File: config.mk
export PLATFORM = sky130hd
export DESIGN_NAME = ddr4_cmd_watch
export DESIGN_NICKNAME = d
export VERILOG_FILES = /design/src/rtl/ddr4_cmd_watch.sv
export SDC_FILE = /design/constraint.sdc
export NUM_CORES = 1
export LEC_CHECK = 0
export ABC_AREA = 1
export BUFFER_PORTS_ARGS = -buffer_cell sky130_fd_sc_hd__buf_4
export CAP_MARGIN = 20
export CORE_MARGIN = 4
export CORE_UTILIZATION = 63
export DETAILED_ROUTE_END_ITERATION = 12
export HOLD_SLACK_MARGIN = 0.05
export PLACE_DENSITY = 0.94
export SYNTH_ARGS = -nofsm -noshare
export SYNTH_HDL_FRONTEND = slang
export SYNTH_SLANG_ARGS = --single-unit
File: constraint.sdc
create_clock -name clk -period 2.75 [get_ports clk]
set_input_delay 0.275 -clock clk [delete_from_list [all_inputs] [get_ports clk]]
set_output_delay 0.275 -clock clk [all_outputs]
set_load 0.01 [all_outputs]
File: src/rtl/ddr4_cmd_watch.sv
module ddr4_cmd_watch #(
  parameter int CCD_L     = 6,
  parameter int CCD_S     = 4,
  parameter int BURST_CLK = 4
) (
  input  logic        clk,
  input  logic        rst,
  input  logic        cs_n,
  input  logic        act_n,
  input  logic [1:0]  bg,
  input  logic [1:0]  ba,
  input  logic [17:0] addr,
  output logic [3:0]  cmd_kind,
  output logic [3:0]  cmd_bank,
  output logic [17:0] cmd_row,
  output logic [9:0]  cmd_col,
  output logic        cmd_ap,
  output logic        cmd_bc,
  output logic        cmd_err,
  output logic [15:0] bank_open
);

  localparam int GAP_W  = $clog2(CCD_L + 1);
  localparam int BUSY_W = $clog2(BURST_CLK);
  localparam logic [GAP_W-1:0]  GAP_L = GAP_W'(CCD_L);
  localparam logic [GAP_W-1:0]  GAP_S = GAP_W'(CCD_S);
  localparam logic [BUSY_W-1:0] BUSY_LD = BUSY_W'(BURST_CLK - 1);

  localparam logic [3:0] K_DES = 4'd0,  K_NOP = 4'd1,  K_ACT = 4'd2,
                         K_RD  = 4'd3,  K_WR  = 4'd4,  K_PRE = 4'd5,
                         K_PRA = 4'd6,  K_REF = 4'd7,  K_MRS = 4'd8,
                         K_ZQS = 4'd9,  K_ZQL = 4'd10, K_RSV = 4'd11;

  wire [3:0] bk = {bg, ba};

  logic [3:0] kind;
  always_comb begin
    if (cs_n)        kind = K_DES;
    else if (!act_n) kind = K_ACT;
    else begin
      case (addr[16:14])
        3'b111:  kind = K_NOP;
        3'b110:  kind = addr[10] ? K_ZQL : K_ZQS;
        3'b101:  kind = K_RD;
        3'b100:  kind = K_WR;
        3'b011:  kind = K_RSV;
        3'b010:  kind = addr[10] ? K_PRA : K_PRE;
        3'b001:  kind = K_REF;
        default: kind = K_MRS;
      endcase
    end
  end

  wire is_col = (kind == K_RD) || (kind == K_WR);

  logic [GAP_W-1:0]  gap;
  logic [1:0]        last_grp;
  logic [BUSY_W-1:0] busy [16];
  logic [15:0]       ap_pend;
  logic [15:0]       busy_vec;

  always_comb
    for (int i = 0; i < 16; i++) busy_vec[i] = (busy[i] != '0);

  wire ccd_bad = is_col && (gap < ((bg == last_grp) ? GAP_L : GAP_S));

  logic err_c;
  always_comb begin
    case (kind)
      K_ACT:      err_c = bank_open[bk];
      K_RD, K_WR: err_c = !bank_open[bk] || ccd_bad;
      K_PRE:      err_c = busy_vec[bk];
      K_PRA:      err_c = |busy_vec;
      K_REF:      err_c = |bank_open;
      K_MRS:      err_c = addr[17] || addr[13] || ({bg[0], ba} == 3'd7);
      K_RSV:      err_c = 1'b1;
      default:    err_c = 1'b0;
    endcase
  end

  always_ff @(posedge clk) begin
    if (rst) begin
      cmd_kind <= K_DES;
      cmd_bank <= '0;
      cmd_row  <= '0;
      cmd_col  <= '0;
      cmd_ap   <= 1'b0;
      cmd_bc   <= 1'b0;
      cmd_err  <= 1'b0;
    end else begin
      cmd_kind <= kind;
      cmd_bank <= cs_n ? 4'd0 : bk;
      cmd_row  <= (kind == K_ACT) ? addr : 18'd0;
      cmd_col  <= is_col ? addr[9:0] : 10'd0;
      cmd_ap   <= is_col && addr[10];
      cmd_bc   <= is_col && addr[12];
      cmd_err  <= err_c;
    end
  end

  always_ff @(posedge clk) begin
    if (rst) begin
      gap      <= GAP_L;
      last_grp <= 2'd0;
    end else if (is_col) begin
      gap      <= GAP_W'(1);
      last_grp <= bg;
    end else if (gap < GAP_L) begin
      gap <= gap + GAP_W'(1);
    end
  end

  always_ff @(posedge clk) begin
    if (rst) begin
      bank_open <= '0;
      ap_pend   <= '0;
      for (int i = 0; i < 16; i++) busy[i] <= '0;
    end else begin
      for (int i = 0; i < 16; i++) begin
        if (kind == K_ACT && bk == 4'(i)) begin
          bank_open[i] <= 1'b1;
        end else if ((kind == K_PRE && bk == 4'(i)) || kind == K_PRA) begin
          bank_open[i] <= 1'b0;
          ap_pend[i]   <= 1'b0;
          busy[i]      <= '0;
        end else if (is_col && bk == 4'(i) && bank_open[i]) begin
          busy[i]    <= BUSY_LD;
          ap_pend[i] <= addr[10];
        end else if (busy[i] != '0) begin
          busy[i] <= busy[i] - BUSY_W'(1);
          if (busy[i] == BUSY_W'(1) && ap_pend[i]) begin
            bank_open[i] <= 1'b0;
            ap_pend[i]   <= 1'b0;
          end
        end
      end
    end
  end

  AST_DESEL_QUIET: assert property (@(posedge clk) disable iff (rst)
    cs_n |=> (cmd_kind == K_DES && !cmd_err));
  AST_ACT_OPENS: assert property (@(posedge clk) disable iff (rst)
    (!cs_n && !act_n) |=> (cmd_kind == K_ACT && bank_open[$past(bk)]));
  AST_RSVD_FLAG: assert property (@(posedge clk) disable iff (rst)
    (!cs_n && act_n && addr[16:14] == 3'b011) |=> (cmd_err && cmd_kind == K_RSV));
  AST_FLAGS_COL_ONLY: assert property (@(posedge clk) disable iff (rst)
    (cmd_ap || cmd_bc) |-> (cmd_kind == K_RD || cmd_kind == K_WR));
  AST_PREA_CLEARS: assert property (@(posedge clk) disable iff (rst)
    (!cs_n && act_n && addr[16:14] == 3'b010 && addr[10]) |=> (bank_open == 16'd0));
  AST_REF_OPEN_FLAG: assert property (@(posedge clk) disable iff (rst)
    (!cs_n && act_n && addr[16:14] == 3'b001 && |bank_open) |=> cmd_err);

endmodule

==> results.tsv, run 1 <==
metric	value	unit
crit_arrival	2.11	ns
rsz0062_at_grt	no	
path_class	input port to flop	
drtIter0Drc	577	
r2r_start	busy[1][8]$_SDFFCE_PP0P_	
grt_pass1_wl	25.8	mm
cts_resized	0	
clockBufferDepth	2	
dieArea	11800	um^2
synth_top_area_share	23.9	%
power_density	582	nW/um^2
cts_sinks	108	
fin_skew	0.00817	ns
ctsHoldBuffers	0	
tightest_slew	0.533	ns
synth_cells	837	
synth_top_flop_cell	dfxtp_1	
post-place-cells	1033	
syn-cell-area	6370	um^2
initial_core_util	64.9	%
synth_seq_area_share	39.0	%
ys_ff_latch	108	
grt.overflow.total	0	
cp.required	2.81	ns
synth_fp_nets	896	
slew_violations	0	
dr.pass1.iters	5	
ys_warn_count	0	
clock_latency	0.38	ns
slew_headroom	64.4	%
hold_class	input port to flop	
cts_setup_buffers	0	
hold_violations	0	
timing.fmax	487	MHz
area_growth_syn_to_layout	13.8	%
final_util	73.8	%
dp_hpwl	11.4	mm
grt_max_degree	46	
worstPathMaxFanout	35	
yosysTopAreaCell	dfxtp_1	
synth_edf_count	32	
layout-drive-gt1-share	20.0	%
via_per_inst	5.73	
cts_tree	done	
cap_violations	0	
p_leak	3.46	nW
routedWlPerCell	15.0	um
end_kind	flop	
tns	0	ns
antenna_left	0	
ios	81	
via_count	6013	
hold-worst-slack	0.116	ns
max_stage_delay	0.38	ns
fin_crit_sh	74.6	%
crit_buf_inv	2	
async_flop_share	0	%
cts_made_buffers	9	
rr_worst_depth	11	
die_x	109	um
die_h	109	um
setup_viol	0	
period_minus_slack	2.05	ns
status	finished clean	
syn_avg_cell_area	7.61	um^2
reg2reg_to	cmd_err$_SDFF_PP0_	
hold_path_depth	3	
cts_htree_levels	3	
instances_no_fill	1049	
cp-start-kind	input port	
clkTransAtPathRegs	0.11	ns
grt_pass1_vias	5539	
fp-row-count	36	
cp_cell_sequence	buf_4, nand3_1, nand3_2, nand2_2, nor2_2, nand3_2, nand2_4, nand2_2, inv_1, nor2_1, o21ai_0	
synthTopCellsByArea	dfxtp_1 (24%), edfxtp_1 (15%), nand2_1 (9.0%)	
n_antenna_cell	0	
min_to	cmd_col[9]$_SDFF_PP0_	
cp_top_family	simple AND/OR/NAND/NOR gates	
cpMaxStageDelayCell	nand2_4	
wirelength	15.7	mm
ys_types	42	
ir_drop	402	uV
grt_use_total	27.3	%
drcViolationCount	0	
port_buffers	80	
r2r_slack	0.90	ns
core-area	9820	um^2
antenna_found_initial	0	
place.gp.congestion	0.942	
cts_root_buf	clkbuf_8	
nNetsFinal	970	
min_from	addr[9]	
[cells in the final DEF (no fill, tap or decap), types with 8 or more instances in the layout]
| cell type | Yosys | layout |
|---|---|---|
| nand4_1 | 41 | 41 |
| nand3_2 | 18 | 18 |
| nor2_1 | 80 | 80 |
| inv_2 | 12 | 12 |
| ha_1 | 33 | 33 |
| o21ai_1 | 10 | 10 |
| o21ai_0 | 22 | 22 |
| a22oi_1 | 9 | 9 |
| buf_4 | 3 | 86 |
| nor3_2 | 8 | 8 |
| edfxtp_1 | 32 | 32 |
| dfxtp_1 | 76 | 76 |
| clkbuf_8 | 0 | 9 |
| nand3_1 | 84 | 84 |
| nand2_2 | 9 | 9 |
| inv_1 | 113 | 113 |
| nand2_1 | 152 | 152 |
| nor2_2 | 16 | 16 |
| a21oi_1 | 40 | 40 |
[where the power goes]
part           total [mW]  switching (mW)  internal, mW  leakage [nW]
registers            1.97          0.0916          1.88         0.962
logic                1.24           0.811         0.428          2.40
clock network        1.01           0.635         0.375         0.107
[sequential cells by signal, summed over array words and instances (netlist names)]
name and count:
ap_pend 16, bank_open 16, busy 32, cmd_ap 1
cmd_bank 4, cmd_bc 1, cmd_col 10, cmd_err 1
cmd_kind 4, cmd_row 18, gap 3, last_grp 2
[tightest hold or removal path: stages]
cell    delay [ns]
buf_4         0.07
inv_1         0.04
nor2_1        0.08
[cells in the mapped netlist, types with 10 or more instances]
| library cell | instances |
|---|---|
| nor2_2 | 16 |
| o21ai_1 | 10 |
| nand2_1 | 152 |
| dfxtp_1 | 76 |
| o21ai_0 | 22 |
| edfxtp_1 | 32 |
| inv_2 | 12 |
| nand3_2 | 18 |
| a21oi_1 | 40 |
| nand4_1 | 41 |
| nand3_1 | 84 |
| nor2_1 | 80 |
| ha_1 | 33 |
| inv_1 | 113 |
[through the flow]
step | setup WS [ns] | total power, mW | cell area (um^2)
after detailed placement | 0.345 | 3.21 | 7030
after global placement | 0.479 | 3.15 | 7030
after global routing | 0.516 | 4.48 | 7250
after floorplan | 0.887 | 2.88 | 6370
after CTS | 0.744 | 4.21 | 7250
final | 0.699 | 4.22 | 7250
[layout make-up]
cell class	instances	area (um^2)
well taps	133	166
flip-flops and latches	108	2480
clock buffers	9	124
multi-input cells	578	3240
repair buffers	87	666
clock inverters	7	88.8
inverters	127	482
fillers	738	2570
[logic make-up after synthesis]
group | share of synthesized area (%)
adder cells (fa/ha/maj) | 6.48
flip-flops | 39.0
XOR/XNOR | 0.275
buffers and inverters | 10.2
AND/OR/NAND/NOR | 34.3
AO/OA/AOI/OAI | 9.76
[worst max-delay path by stage]
stage,start,depth (start not counted),to
after global routing,addr[10],11,busy[0][13]$_SDFFCE_PN0P_
after detailed placement,addr[10],11,busy[0][12]$_SDFFCE_PN0P_
final,addr[10],11,busy[0][13]$_SDFFCE_PN0P_
after CTS,addr[10],11,busy[0][13]$_SDFFCE_PN0P_
after floorplan,addr[10],12,busy[0][12]$_SDFFCE_PN0P_
after global placement,addr[10],12,busy[1][0]$_SDFFCE_PN0P_
[metal layers]
metal / track usage, % / vias up / wire length, um
met2: 47.2 / 323 / 7880
li1: - / 2935 / -
met4: 9.11 / 0 / 355
met5: 0 / - / 0
met3: 3.82 / 41 / 1290
met1: 34.9 / 2714 / 6170
(Power assumes the default switching activity.)
==> run 2, diff against run 1 <==
Settings changed: CORE_UTILIZATION 63 to 59, PLACE_DENSITY 0.94 to 0.89.
Clock period 2.75 ns to 1.9 ns, I/O delays scaled along.
==> run 2 against run 1 <==
- die area up 6.3%
- core utilization up 3.0 points
- register-to-register slack worse by 0.79 ns
- critical endpoint is now cmd_err$_SDFF_PP0_
- routed wire length up 15%
- combinational power up 65%
- setup slack worse by 0.59 ns
- non-clock buffer count up 89
- design area up 10%
==> results.tsv, run 2 (synthesis results as in run 1) <==
metric	value	unit	change
drtIter0Drc	655		was 577
drcViolationCount	0		unchanged
period_minus_slack	1.79	ns	
grt_pass1_wl	29.7	mm	was 25.8 mm
cts_htree_levels	3		unchanged
cap_violations	0		unchanged
cp.required	2.19	ns	was 2.81 ns
via_count	6550		was 6013
die_x	112	um	was 109 um
setup_viol	0		unchanged
place.gp.congestion	0.928		was 0.942
cts_root_buf	clkbuf_8		unchanged
layout_common_cells	buf_4 (160), nand2_1 (152), inv_1 (112)		was nand2_1 (152), inv_1 (113), buf_4 (86)
nNetsFinal	1059		was 970
grt_pass1_vias	6388		was 5539
largest_register_ffs	32		unchanged
timing.fmax	557	MHz	
mostFrequentLayoutCell	buf_4		was nand2_1
grt_max_degree	59		was 46
fp-row-count	37		was 36
fin_crit_sh	94.5	%	
dr.pass1.iters	6		was 5
hold_violations	0		unchanged
grt_use_total	28.5	%	was 27.3%
p_leak	3.89	nW	was 3.46 nW
dp_hpwl	12.6	mm	was 11.4 mm
cts_sinks	108		unchanged
ir_drop	552	uV	was 402 uV
antenna_left	0		unchanged
instances_no_fill	1141		was 1049
core-area	10400	um^2	was 9820 um^2
area_growth_syn_to_layout	25.6	%	was 13.8%
slew_violations	0		unchanged
cp-start-kind	flop		was input port
post-place-cells	1112		was 1033
port_buffers	80		unchanged
n_antenna_cell	0		unchanged
crit_arrival	2.08	ns	was 2.11 ns
cts_tree	done		unchanged
nFillCells	693		was 738
slew_headroom	65.7	%	was 64.4%
path_class	flop to flop		was input port to flop
rsz0062_at_grt	no		unchanged
via_per_inst	5.74		was 5.73
reg_top3	busy: 32 flops, cmd_row: 18 flops		unchanged
status	finished clean		unchanged
fin_skew	0.00615	ns	was 0.00817 ns
die_h	112	um	was 109 um
layout-drive-gt1-share	26.4	%	was 20.0%
multi_input_area	3250	um^2	was 3240 um^2
tns	0	ns	unchanged
clkTransAtPathRegs	0.11	ns	about the same
regArea	2480	um^2	unchanged
grt.overflow.total	0		unchanged
cts_made_buffers	9		unchanged
tightest_slew	0.515	ns	was 0.533 ns
power_density	799	nW/um^2	was 582 nW/um^2
hold_class	input port to flop		unchanged
dieArea	12500	um^2	was 11800 um^2
initial_core_util	61.1	%	was 64.9%
top_register	busy		unchanged
clockBufferDepth	2		unchanged
end_kind	flop		unchanged
antenna_found_initial	0		unchanged
worstPathMaxFanout	4		was 35
clock_latency	0.39	ns	was 0.38 ns
ios	81		unchanged
wirelength	18.1	mm	was 15.7 mm
routedWlPerCell	15.9	um	was 15.0 um
-- run 2: layer usage --
metal / wire, um / vias up / track usage, % / share of wire, %
met5: 0 / - / 0 / 0
met1: 6790 / 2976 / 34.2 / 38
li1: - / 3113 / - / -
met4: 705 / 0 / 10.9 / 3.9
met2: 9040 / 382 / 50.4 / 50
met3: 1550 / 79 / 5.22 / 8.6
-- run 2: power breakdown --
part | leakage (nW) | switching, mW | internal [mW] | total (mW)
Sequential | 0.962 | 0.138 | 2.72 | 2.86
Combinational | 2.82 | 1.29 | 0.745 | 2.04
Clock | 0.107 | 0.951 | 0.543 | 1.49
-- run 2: stage by stage --
stage / instance area (um^2) / hold slack [ns] / setup slack (ns) / utilization, % / total power [mW]
after global placement: 7640 / 0.403 / -0.0618 / 73.4 / 4.69
after floorplan: 6370 / 0.302 / 0.122 / - / 4.17
final: 8000 / 0.0629 / 0.105 / 76.8 / 6.39
after global routing: 8000 / 0.0684 / 0.00157 / 76.8 / 6.74
after CTS: 7980 / 0.0552 / 0.0718 / 76.6 / 6.29
after detailed placement: 7640 / 0.413 / -0.139 / 73.4 / 4.79
-- run 2: final cells by class --
| cell class | instances | share of cell area (%) |
|---|---|---|
| multi-input combinational | 578 | 40.6 |
| tap | 136 | 2.13 |
| timing repair buffer | 176 | 17.5 |
| clock buffer | 9 | 1.55 |
| clock inverter | 7 | 1.11 |
| sequential | 108 | 31.0 |
| inverter | 127 | 6.02 |
-- run 2: timing repair --
| item | CTS | global route |
|---|---|---|
| resized for setup | 0 | 5 |
| buffers inserted | 0 | 1 |
| endpoints found under the hold margin | 20 | 0 |
| hold buffers | 12 | 0 |
| setup endpoints to repair | 0 | 1 |
-- run 2: worst paths after layout --
kind / depth (start not counted) / end / slack (ns) / from
max: 11 / cmd_err$_SDFF_PP0_ / 0.11 / busy[1][12]$_SDFFCE_PP0P_
max reg2reg: 11 / cmd_err$_SDFF_PP0_ / 0.11 / busy[1][12]$_SDFFCE_PP0P_
min: 3 / cmd_bc$_SDFF_PP0_ / 0.06 / addr[12]
min reg2reg: 2 / ap_pend[0]$_SDFFE_PP0P_ / 0.50 / ap_pend[0]$_SDFFE_PP0P_
-- run 2: worst max-delay path, stage by stage, from the launching register on --
cell	delay, ns
edfxtp_1	0.48
inv_1	0.10
ha_1	0.17
inv_1	0.10
nor4_2	0.29
nand3_1	0.11
nand2_1	0.08
nand2_1	0.06
nor2_1	0.11
nand3_1	0.08
nand2_1	0.07
nand2_1	0.05
